<file path="config.mk">
export PLATFORM = sky130hd
export DESIGN_NAME = feeder_reclose_ctrl
export DESIGN_NICKNAME = d
export VERILOG_FILES = /design/src/rtl/frc_pkg.sv /design/src/rtl/frc_timer.sv /design/src/rtl/frc_pickup.sv /design/src/rtl/frc_seq.sv /design/src/rtl/feeder_reclose_ctrl.sv
export SDC_FILE = /design/constraint.sdc
export NUM_CORES = 1
export LEC_CHECK = 0
export CAP_MARGIN = 40
export CELL_PAD_IN_SITES_DETAIL_PLACEMENT = 2
export CELL_PAD_IN_SITES_GLOBAL_PLACEMENT = 2
export CORE_UTILIZATION = 38
export CTS_CLUSTER_DIAMETER = 30
export DETAILED_ROUTE_END_ITERATION = 8
export PLACE_DENSITY = 0.89
export SLEW_MARGIN = 10
export SYNTH_ARGS = -nofsm -noshare
export SYNTH_HDL_FRONTEND = slang
export SYNTH_SLANG_ARGS = --single-unit
</file>
<file path="constraint.sdc">
create_clock -name clk -period 9.5 [get_ports clk]
set_input_delay 2.375 -clock clk [delete_from_list [all_inputs] [get_ports clk]]
set_output_delay 2.375 -clock clk [all_outputs]
set_load 0.02 [all_outputs]
</file>
<file path="src/rtl/frc_pkg.sv">
`timescale 1ns/1ps
package frc_pkg;

  typedef enum logic [2:0] {
    ST_IDLE,
    ST_PICKUP,
    ST_OPENING,
    ST_DEAD,
    ST_CLOSING,
    ST_RECLAIM,
    ST_LOCKOUT
  } frc_state_t;

  // Dead time for a shot index: the last shot takes the stretched value.
  function automatic int frc_dead_ms(input int idx, input int shots,
                                     input int d1, input int d2,
                                     input int d3, input int dfin);
    if (idx >= shots - 1) return dfin;
    else if (idx == 0)    return d1;
    else if (idx == 1)    return d2;
    else                  return d3;
  endfunction

endpackage

</file>
<file path="src/rtl/frc_timer.sv">
`timescale 1ns/1ps
module frc_timer #(
  parameter int TMR_W = 20
) (
  input  logic             clk,
  input  logic             rst,
  input  logic             tick,
  input  logic             restart,
  input  logic [TMR_W-1:0] limit,
  output logic             expire
);

  logic [TMR_W-1:0] cnt;
  logic [TMR_W-1:0] lim_m1;

  always_comb begin
    lim_m1 = (limit == '0) ? '0 : limit - TMR_W'(1);
    expire = tick && (cnt >= lim_m1);
  end

  always_ff @(posedge clk) begin
    if (rst || restart) begin
      cnt <= '0;
    end else if (tick && (cnt != {TMR_W{1'b1}})) begin
      cnt <= cnt + TMR_W'(1);
    end
  end

endmodule

</file>
<file path="src/rtl/frc_pickup.sv">
`timescale 1ns/1ps
module frc_pickup #(
  parameter int CUR_W      = 16,
  parameter int TMR_W      = 20,
  parameter int PU_NUM     = 6,
  parameter int PU_DEN     = 5,
  parameter int CLP_NUM    = 2,
  parameter int CLP_DEN    = 1,
  parameter int HIGH_LIMIT = 10000
) (
  input  logic             clk,
  input  logic             rst,
  input  logic             tick,
  input  logic [CUR_W-1:0] cur,
  input  logic [CUR_W-1:0] load,
  input  logic             brk_open,
  input  logic             quiet,
  input  logic [TMR_W-1:0] cold_win,
  output logic             flt_q,
  output logic             hi_q,
  output logic             cold_q
);

  localparam int PW = CUR_W + 8;

  logic [PW-1:0] cur_pu, lim_pu, cur_cl, lim_cl;
  logic          over_pu, over_cl, over_hi;
  logic          brk_q, energize, cold_exp;

  always_comb begin
    cur_pu  = PW'(cur)  * PW'(PU_DEN);
    lim_pu  = PW'(load) * PW'(PU_NUM);
    cur_cl  = PW'(cur)  * PW'(CLP_DEN);
    lim_cl  = PW'(load) * PW'(CLP_NUM);
    over_pu = cur_pu > lim_pu;
    over_cl = cur_cl > lim_cl;
    over_hi = PW'(cur) > PW'(HIGH_LIMIT);
    energize = brk_q && !brk_open && quiet;
  end

  frc_timer #(.TMR_W(TMR_W)) u_cold_tmr (
    .clk     (clk),
    .rst     (rst),
    .tick    (tick),
    .restart (energize),
    .limit   (cold_win),
    .expire  (cold_exp)
  );

  always_ff @(posedge clk) begin
    if (rst) begin
      brk_q  <= 1'b0;
      cold_q <= 1'b0;
      flt_q  <= 1'b0;
      hi_q   <= 1'b0;
    end else begin
      brk_q <= brk_open;
      if (energize)
        cold_q <= 1'b1;
      else if (cold_q && (brk_open || cold_exp))
        cold_q <= 1'b0;
      flt_q <= (cold_q ? over_cl : over_pu) || over_hi;
      hi_q  <= over_hi;
    end
  end

endmodule

</file>
<file path="src/rtl/frc_seq.sv">
`timescale 1ns/1ps
module frc_seq
  import frc_pkg::*;
#(
  parameter int SHOTS      = 4,
  parameter int SHOT_W     = 3,
  parameter int TMR_W      = 20,
  parameter int TRIP_MS    = 300,
  parameter int FAST_MS    = 100,
  parameter int DEAD1_MS   = 1000,
  parameter int DEAD2_MS   = 30000,
  parameter int DEAD3_MS   = 120000,
  parameter int FINAL_MS   = 300000,
  parameter int RECLAIM_MS = 10000
) (
  input  logic              clk,
  input  logic              rst,
  input  logic              tick,
  input  logic              flt,
  input  logic              hi,
  input  logic              brk_open,
  input  logic              man_reset,
  output logic              trip_cmd,
  output logic              close_cmd,
  output logic              locked_out,
  output logic              alarm,
  output logic [SHOT_W-1:0] shot_cnt,
  output logic              quiet
);

  frc_state_t        state, state_n;
  logic              trip_n, close_n, alarm_n;
  logic [SHOT_W-1:0] shot_n;
  logic [TMR_W-1:0]  lim;
  logic              tmr_exp;
  logic              restart;

  always_comb begin
    case (state)
      ST_PICKUP:  lim = hi ? TMR_W'(FAST_MS) : TMR_W'(TRIP_MS);
      ST_DEAD:    lim = TMR_W'(frc_dead_ms(int'(shot_cnt), SHOTS, DEAD1_MS,
                                           DEAD2_MS, DEAD3_MS, FINAL_MS));
      ST_RECLAIM: lim = TMR_W'(RECLAIM_MS);
      default:    lim = TMR_W'(TRIP_MS);
    endcase
  end

  frc_timer #(.TMR_W(TMR_W)) u_seq_tmr (
    .clk     (clk),
    .rst     (rst),
    .tick    (tick),
    .restart (restart),
    .limit   (lim),
    .expire  (tmr_exp)
  );

  always_comb begin
    state_n = state;
    trip_n  = 1'b0;
    close_n = 1'b0;
    shot_n  = shot_cnt;
    alarm_n = alarm && !man_reset;
    case (state)
      ST_IDLE: begin
        if (flt && !brk_open) state_n = ST_PICKUP;
      end
      ST_PICKUP: begin
        if (!flt) begin
          state_n = (shot_cnt == '0) ? ST_IDLE : ST_RECLAIM;
        end else if (tmr_exp) begin
          trip_n = 1'b1;
          if (hi || (shot_cnt == SHOT_W'(SHOTS))) begin
            state_n = ST_LOCKOUT;
            alarm_n = 1'b1;
          end else begin
            state_n = ST_OPENING;
          end
        end
      end
      ST_OPENING: begin
        if (brk_open) begin
          state_n = ST_DEAD;
          if (shot_cnt == SHOT_W'(SHOTS - 1)) alarm_n = 1'b1;
        end
      end
      ST_DEAD: begin
        if (tmr_exp) begin
          close_n = 1'b1;
          shot_n  = shot_cnt + SHOT_W'(1);
          state_n = ST_CLOSING;
        end
      end
      ST_CLOSING: begin
        if (!brk_open) state_n = ST_RECLAIM;
      end
      ST_RECLAIM: begin
        if (flt) begin
          state_n = ST_PICKUP;
        end else if (tmr_exp) begin
          state_n = ST_IDLE;
          shot_n  = '0;
        end
      end
      ST_LOCKOUT: begin
        if (man_reset) begin
          state_n = ST_IDLE;
          shot_n  = '0;
          alarm_n = 1'b0;
        end else begin
          alarm_n = 1'b1;
        end
      end
      default: state_n = ST_IDLE;
    endcase
    restart = (state_n != state);
  end

  always_ff @(posedge clk) begin
    if (rst) begin
      state     <= ST_IDLE;
      trip_cmd  <= 1'b0;
      close_cmd <= 1'b0;
      shot_cnt  <= '0;
      alarm     <= 1'b0;
    end else begin
      state     <= state_n;
      trip_cmd  <= trip_n;
      close_cmd <= close_n;
      shot_cnt  <= shot_n;
      alarm     <= alarm_n;
    end
  end

  assign locked_out = (state == ST_LOCKOUT);
  assign quiet      = (state == ST_IDLE) || (state == ST_LOCKOUT);

endmodule

</file>
<file path="src/rtl/feeder_reclose_ctrl.sv">
`timescale 1ns/1ps
module feeder_reclose_ctrl #(
  parameter int CUR_W      = 16,
  parameter int TMR_W      = 20,
  parameter int SHOTS      = 4,
  parameter int TRIP_MS    = 300,
  parameter int FAST_MS    = 100,
  parameter int DEAD1_MS   = 1000,
  parameter int DEAD2_MS   = 30000,
  parameter int DEAD3_MS   = 120000,
  parameter int FINAL_MS   = 300000,
  parameter int RECLAIM_MS = 10000,
  parameter int HIGH_LIMIT = 10000,
  parameter int PU_NUM     = 6,
  parameter int PU_DEN     = 5,
  parameter int CLP_NUM    = 2,
  parameter int CLP_DEN    = 1,
  localparam int SHOT_W    = $clog2(SHOTS + 1)
) (
  input  logic              clk,
  input  logic              rst,
  input  logic              tick_ms,
  input  logic [CUR_W-1:0]  cur_mag,
  input  logic [CUR_W-1:0]  load_set,
  input  logic              brk_open,
  input  logic              man_reset,
  input  logic [TMR_W-1:0]  cold_win_ms,
  output logic              trip_cmd,
  output logic              close_cmd,
  output logic              locked_out,
  output logic              alarm,
  output logic [SHOT_W-1:0] shot_count,
  output logic              cold_pickup
);

  logic flt, hi, quiet;

  frc_pickup #(
    .CUR_W      (CUR_W),
    .TMR_W      (TMR_W),
    .PU_NUM     (PU_NUM),
    .PU_DEN     (PU_DEN),
    .CLP_NUM    (CLP_NUM),
    .CLP_DEN    (CLP_DEN),
    .HIGH_LIMIT (HIGH_LIMIT)
  ) u_pickup (
    .clk      (clk),
    .rst      (rst),
    .tick     (tick_ms),
    .cur      (cur_mag),
    .load     (load_set),
    .brk_open (brk_open),
    .quiet    (quiet),
    .cold_win (cold_win_ms),
    .flt_q    (flt),
    .hi_q     (hi),
    .cold_q   (cold_pickup)
  );

  frc_seq #(
    .SHOTS      (SHOTS),
    .SHOT_W     (SHOT_W),
    .TMR_W      (TMR_W),
    .TRIP_MS    (TRIP_MS),
    .FAST_MS    (FAST_MS),
    .DEAD1_MS   (DEAD1_MS),
    .DEAD2_MS   (DEAD2_MS),
    .DEAD3_MS   (DEAD3_MS),
    .FINAL_MS   (FINAL_MS),
    .RECLAIM_MS (RECLAIM_MS)
  ) u_seq (
    .clk        (clk),
    .rst        (rst),
    .tick       (tick_ms),
    .flt        (flt),
    .hi         (hi),
    .brk_open   (brk_open),
    .man_reset  (man_reset),
    .trip_cmd   (trip_cmd),
    .close_cmd  (close_cmd),
    .locked_out (locked_out),
    .alarm      (alarm),
    .shot_cnt   (shot_count),
    .quiet      (quiet)
  );

endmodule

</file>
## Word-level counts from Yosys, hierarchy flattened

Index checks and enable logic that the tools add are counted.

| operators by class | value |
|---|---|
| mux-type cells | 35 |
| add/subtract/negate cells | 5 |
| order comparisons | 6 |
| equality and inequality tests | 16 |
| multiply operators | 2 |
| bitwise logic cells | 3 |
| reductions and logical operators | 27 |

Operator list:

| operator | number |
|---|---|
| $mux W20 | 4 |
| $pmux W20 S3 | 1 |
| $mux W3 | 15 |
| $add A20 B1 Y20 const B | 2 |
| $ge A20 B20 Y1 | 2 |
| $logic_not A20 Y1 | 2 |
| $ne A20 B20 Y1 const B | 2 |
| $sub A20 B1 Y20 const B | 2 |
| $pmux W3 S7 | 1 |
| $gt A19 B19 Y1 | 1 |
| $mul A16 B3 Y19 const B | 1 |
| $mul A16 B2 Y18 const B | 1 |
| $gt A16 B17 Y1 | 1 |
| $mux W17 | 1 |
| $gt A16 B14 Y1 const B | 1 |
| $eq A3 B2 Y1 const B | 4 |
| $eq A3 B3 Y1 const B | 4 |
| $mux W1 | 10 |
| $logic_and A1 B1 Y1 | 9 |
| $logic_not A3 Y1 | 3 |
| $mux W9 | 1 |
| $pmux W3 S3 | 1 |
| $logic_or A1 B1 Y1 | 6 |
| $reduce_and A5 Y1 | 1 |
| other kinds (13) | 18 |

| storage, ports and cells | value |
|---|---|
| register bits after elaboration | 53 |
| output and inout bits | 8 |

## Depth between registers and ports, before layout

| logic depth | value |
|---|---|
| word-level depth | 14 |
| gate-level depth with buffers | 20 |

## Hierarchy

From an unflattened synthesis, not the netlist that was laid out.

| unflattened totals | value |
|---|---|
| cells, all modules | 963 |
| area total of the unflattened synthesis | 7475.9 sq um |

By module, submodules not included:

| module | cells an instance | instances | area each (sq um) | sequential area each (sq um) |
|---|---|---|---|---|
| frc_pickup | 319 | 1 | 2443.6 | 80.1 |
| frc_timer (u_seq.u_seq_tmr) | 260 | 1 | 2074.5 | 400.4 |
| frc_timer (u_pickup.u_cold_tmr) | 266 | 1 | 2072.0 | 400.4 |
| frc_seq | 118 | 1 | 885.8 | 180.2 |

## Worst setup path before layout

No wires, ideal clock.

| timing path | value |
|---|---|
| path type | in2reg |
| from | in cur_mag[1] |
| to | reg u_pickup.flt_q |
| path slack | 3.704 ns |
| setup time | 0.122 ns |
| path buffers | 0 |
| arrival | 5.674 ns |
| stages | 18 |
| path through | ha_1 ha_1 inv_1 fa_1 nor2b_1 o21ai_0 a21boi_0 o211ai_1 a31oi_1 a21o_1 a21oi_1 xnor2_1 ha_1 nand4_1 nor4_1 nand4b_1 a31o_2 a311o_1 |

| between the ends | value |
|---|---|
| word-level cells in the longest chain between the ends | 4 |
| elaborated cells between the ends (all ways) | 6 |
| classes of those cells | 1 x mul; 3 x order compare; 1 x mux; 1 x reduce/logical |

Ends and longest elaborated chain:

| element | line | text |
|---|---|---|
| start, declared | feeder_reclose_ctrl.sv:23 | `input logic [CUR_W-1:0] cur_mag,` |
| $mul A16 B3 Y19 | frc_pickup.sv:31 | `cur_pu = PW'(cur) * PW'(PU_DEN);` |
| $gt A19 B19 Y1 | frc_pickup.sv:35 | `over_pu = cur_pu > lim_pu;` |
| $mux W1 | frc_pickup.sv:62 | `flt_q <= (cold_q ? over_cl : over_pu) \|\| over_hi;` |
| $logic_or A1 B1 Y1 (*) | frc_pickup.sv:62 |  |
| end signal, assigned | frc_pickup.sv:62 |  |
| end, declared | frc_pickup.sv:19 | `output logic flt_q,` |

Every way passes the cells marked *; elsewhere a longest branch is shown, timed or not.
A chain may end at the register's enable or synchronous reset.

## Final worst setup path

| timing path | value |
|---|---|
| from | in cur_mag[3] |
| to | reg u_pickup.flt_q |

Same word-level chain as after synthesis.

==> impl_metrics.yaml <==
power_and_ir_drop:
  p_switching_uw: 303
  clkPwrFrac_pct: 26.7
  power.internal_uw: 474
  power_frac_comb_pct: 42.6
  leakagePower_uw: 0.00320
  p_sw_share_pct: 39.0
  powerDensity_mw_per_mm2: 106
  seqPwrFrac_pct: 30.7
  vdd_drop_max_mv: 0.0866
floorplanning:
  die_y_um: 131
  rows: 46
  start_util_pct: 39.2
  die-area_mm2: 0.0170
  core-area_mm2: 0.0160
  boundaryPins: 65
  die_w_um: 131
finish:
  syn_to_final_growth_pct: 16.8
  final_cell_mix: "124 x ha_1, 65 x nand2_1, 64 x clkdlybuf4s50_1, 57 x nor2_1, 53 x dfxtp_1"
  diodes: 0
  drive_gt1_share_pct: 3.87
  fin_cells: 1069
  final_common_cell: "ha_1"
  final_nets: 1035
timing:
  max_slew_margin_pct: 39.1
  tns_ns: 0
  hold_ws_ns: 0.539
  finalHoldViolations: 0
  rsz0062_at_grt: "false"
  worst-slew-pin-transition_ns: 0.906
  min_period_ns: 6.78
  maxSlewViolCount: 0
  setup_viol: 0
  skew_ns: 0.00573
  fmax_mhz: 148
  period_share_pct: 71.4
clock_tree:
  ctsHoldBuffers: 0
  clk_path_buf_depth: 2
  cts_inserted_buffers: 5
  numClockSinks: 53
  cts_resized: 0
  root_buffer: "clkbuf_16"
  clk_pin_slew_ns: 0.08
  cts_tree: "yes"
  post_cts_buffers: 0
  cts.htree.levels: 2
  clk_latency_ns: 0.31
synthesis:
  synth_edf_count: 0
  synthTopCellsByArea: "ha_1 25%, dfxtp_1 17%, xor2_1 5.7%"
  syn_area_per_cell_um2: 7.94
  ys_seq_area_share_pct: 16.9
  synth.yosys.warnings: 0
  synthFlopType: "dfxtp_1"
  synth_top_area_cell: "ha_1"
  async_flop_share_pct: 0
  synthCells: 791
  synth-seq-cells: 53
  synth_top_area_share_pct: 24.7
  syn_area_mm2: 0.00628
  synth_cell_types: 61
status:
  status: "finished, final reports clean"
grt:
  overflow: 0
  grt_pass1_wl_um: 35400
  grt_pass1_vias: 7065
  grt_max_degree: 21
  grt_util_all_layers_pct: 26.3
  antenna_found_initial: 0
worst_hold_path:
  min_from: "u_pickup.u_cold_tmr.cnt[15]$_SDFFE_PP0P_"
  hold_class: "reg2reg"
  hold_end: "u_pickup.u_cold_tmr.cnt[15]$_SDFFE_PP0P_"
  hold_depth: 2
route:
  drtPass1Iterations: 4
  drc_errors: 0
  first_iter_violations: 162
  via_count: 6236
  routed_wl_um: 21400
  ant_nets: 0
  post_drt_wl_per_cell_um: 20.0
  routed_via_density: 5.83
worst_setup_path:
  start_kind: "input pin"
  ff2ff_path_depth: 16
  cp_max_fo: 4
  crit-reg2reg-launch: "u_seq.state[0]$_SDFF_PP0_"
  critPathArrivalTime_ns: 6.98
  cp_data_required_time_ns: 9.70
  r2r_end: "u_seq.u_seq_tmr.cnt[2]$_SDFFE_PP0P_"
  reg2reg_slack_ns: 4.12
  end_kind: "flop"
  crit_type: "in2reg"
place:
  io_buffers: 64
  placedCellCount: 1061
  gp_congestion: 0.817
  place_hpwl_um: 17900
run:
  maxCapViolations: 0
==> through the flow <==
stage / instance area, µm² / total power [µW] / setup WS (ns) / util, %
floorplan: 6290 / 448 / 3.70 / -
global placement: 7150 / 532 / 2.83 / 44.7
detailed placement: 7180 / 571 / 2.36 / 44.9
CTS: 7330 / 780 / 2.69 / 45.8
global route: 7330 / 820 / 2.38 / 45.8
finish: 7330 / 777 / 2.72 / 45.8
==> registers in the layout, summed over array words and instances (netlist names) <==
name                     count
u_pickup.u_cold_tmr.cnt     20
u_seq.u_seq_tmr.cnt         20
u_seq.shot_cnt               3
u_seq.state                  3
u_pickup.brk_q               1
u_pickup.cold_q              1
u_pickup.flt_q               1
u_pickup.hi_q                1
u_seq.alarm                  1
u_seq.close_cmd              1
u_seq.trip_cmd               1
==> cell usage after synthesis, types with 3 or more instances <==
master / instances
a211oi_1: 5
a21boi_0: 3
a21o_1: 22
a21oi_1: 47
a2bb2oi_1: 3
a31o_2: 3
a31oi_1: 13
and2_1: 8
and3_1: 11
and4_1: 7
clkbuf_1: 13
dfxtp_1: 53
ha_1: 124
inv_1: 43
nand2_1: 65
nand2b_1: 17
nand3_1: 21
nand3b_1: 4
nand4_1: 27
nor2_1: 57
nor2b_1: 8
nor3_1: 32
nor3_2: 10
nor3b_1: 5
nor4_1: 11
o21a_1: 11
o21ai_0: 35
o21ai_1: 3
o31ai_1: 5
or2_2: 4
or3_1: 11
xnor2_1: 31
xor2_1: 41
==> cell families (layout without fill, tap and decap cells) <==
| kind of cell | count (synthesis) | in the layout | synth area share, % |
|---|---|---|---|
| muxes | 2 | 2 | 0.319 |
| other | 2 | 5 | 0.120 |
| AOI/OAI and AO/OA | 171 | 171 | 17.6 |
| DFF | 53 | 53 | 16.9 |
| and+or+nand+nor | 306 | 306 | 26.0 |
| buffers and inverters | 59 | 118 | 3.67 |
| adders and majority gates | 126 | 126 | 25.3 |
| xor gates and xnor gates | 72 | 72 | 10.0 |
==> per-layer routing <==
layer | vias to the layer above | routed length (µm) | GRT usage, % | share of wire [%]
met5 | - | 0 | 0 | 0
met4 | 0 | 542 | 9.40 | 2.5
met3 | 47 | 488 | 2.69 | 2.3
met2 | 109 | 11300 | 50.9 | 53
met1 | 3071 | 9100 | 29.4 | 43
li1 | 3009 | - | - | -
==> worst max-delay path, stage by stage <==
cell	delay [ns]
clkdlybuf4s50_1	0.51
ha_1	0.34
ha_1	0.17
inv_1	0.06
fa_1	0.40
nor2b_1	0.12
o21ai_0	0.13
a21boi_0	0.49
o211ai_1	0.22
a31oi_1	0.28
a21o_1	0.17
a21oi_1	0.07
xnor2_1	0.14
ha_1	0.31
nand4_1	0.14
nor4_1	0.38
nand4b_1	0.16
a31o_2	0.26
a311o_1	0.26
==> worst max path at each step <==
stage                          start                        end  slack, ns  depth (start not counted)
after floorplan           cur_mag[1]  u_pickup.flt_q$_SDFF_PP0_       3.70                         18
after global placement    cur_mag[3]  u_pickup.flt_q$_SDFF_PP0_       2.83                         19
after detailed placement  cur_mag[3]  u_pickup.flt_q$_SDFF_PP0_       2.36                         19
after CTS                 cur_mag[3]  u_pickup.flt_q$_SDFF_PP0_       2.69                         19
after global routing      cur_mag[3]  u_pickup.flt_q$_SDFF_PP0_       2.38                         19
final                     cur_mag[3]  u_pickup.flt_q$_SDFF_PP0_       2.72                         19
==> layout make-up <==
| class | count | area (µm²) |
|---|---|---|
| fillers | 1842 | 8670 |
| clock inverters | 3 | 28.8 |
| repair buffers | 66 | 671 |
| multi-input cells | 682 | 5010 |
| inverters | 44 | 165 |
| well taps | 216 | 270 |
| flip-flops and latches | 53 | 1060 |
| clock buffers | 5 | 125 |
==> power groups by stage <==
stage	Sequential [µW]	Clock (µW)	Combinational, µW
after floorplan	238	0	210
after global placement	243	0	289
after detailed placement	243	0	327
after CTS	238	211	331
after global routing	240	217	364
final	239	207	331
Note: power is estimated with default switching activity, not from simulation.
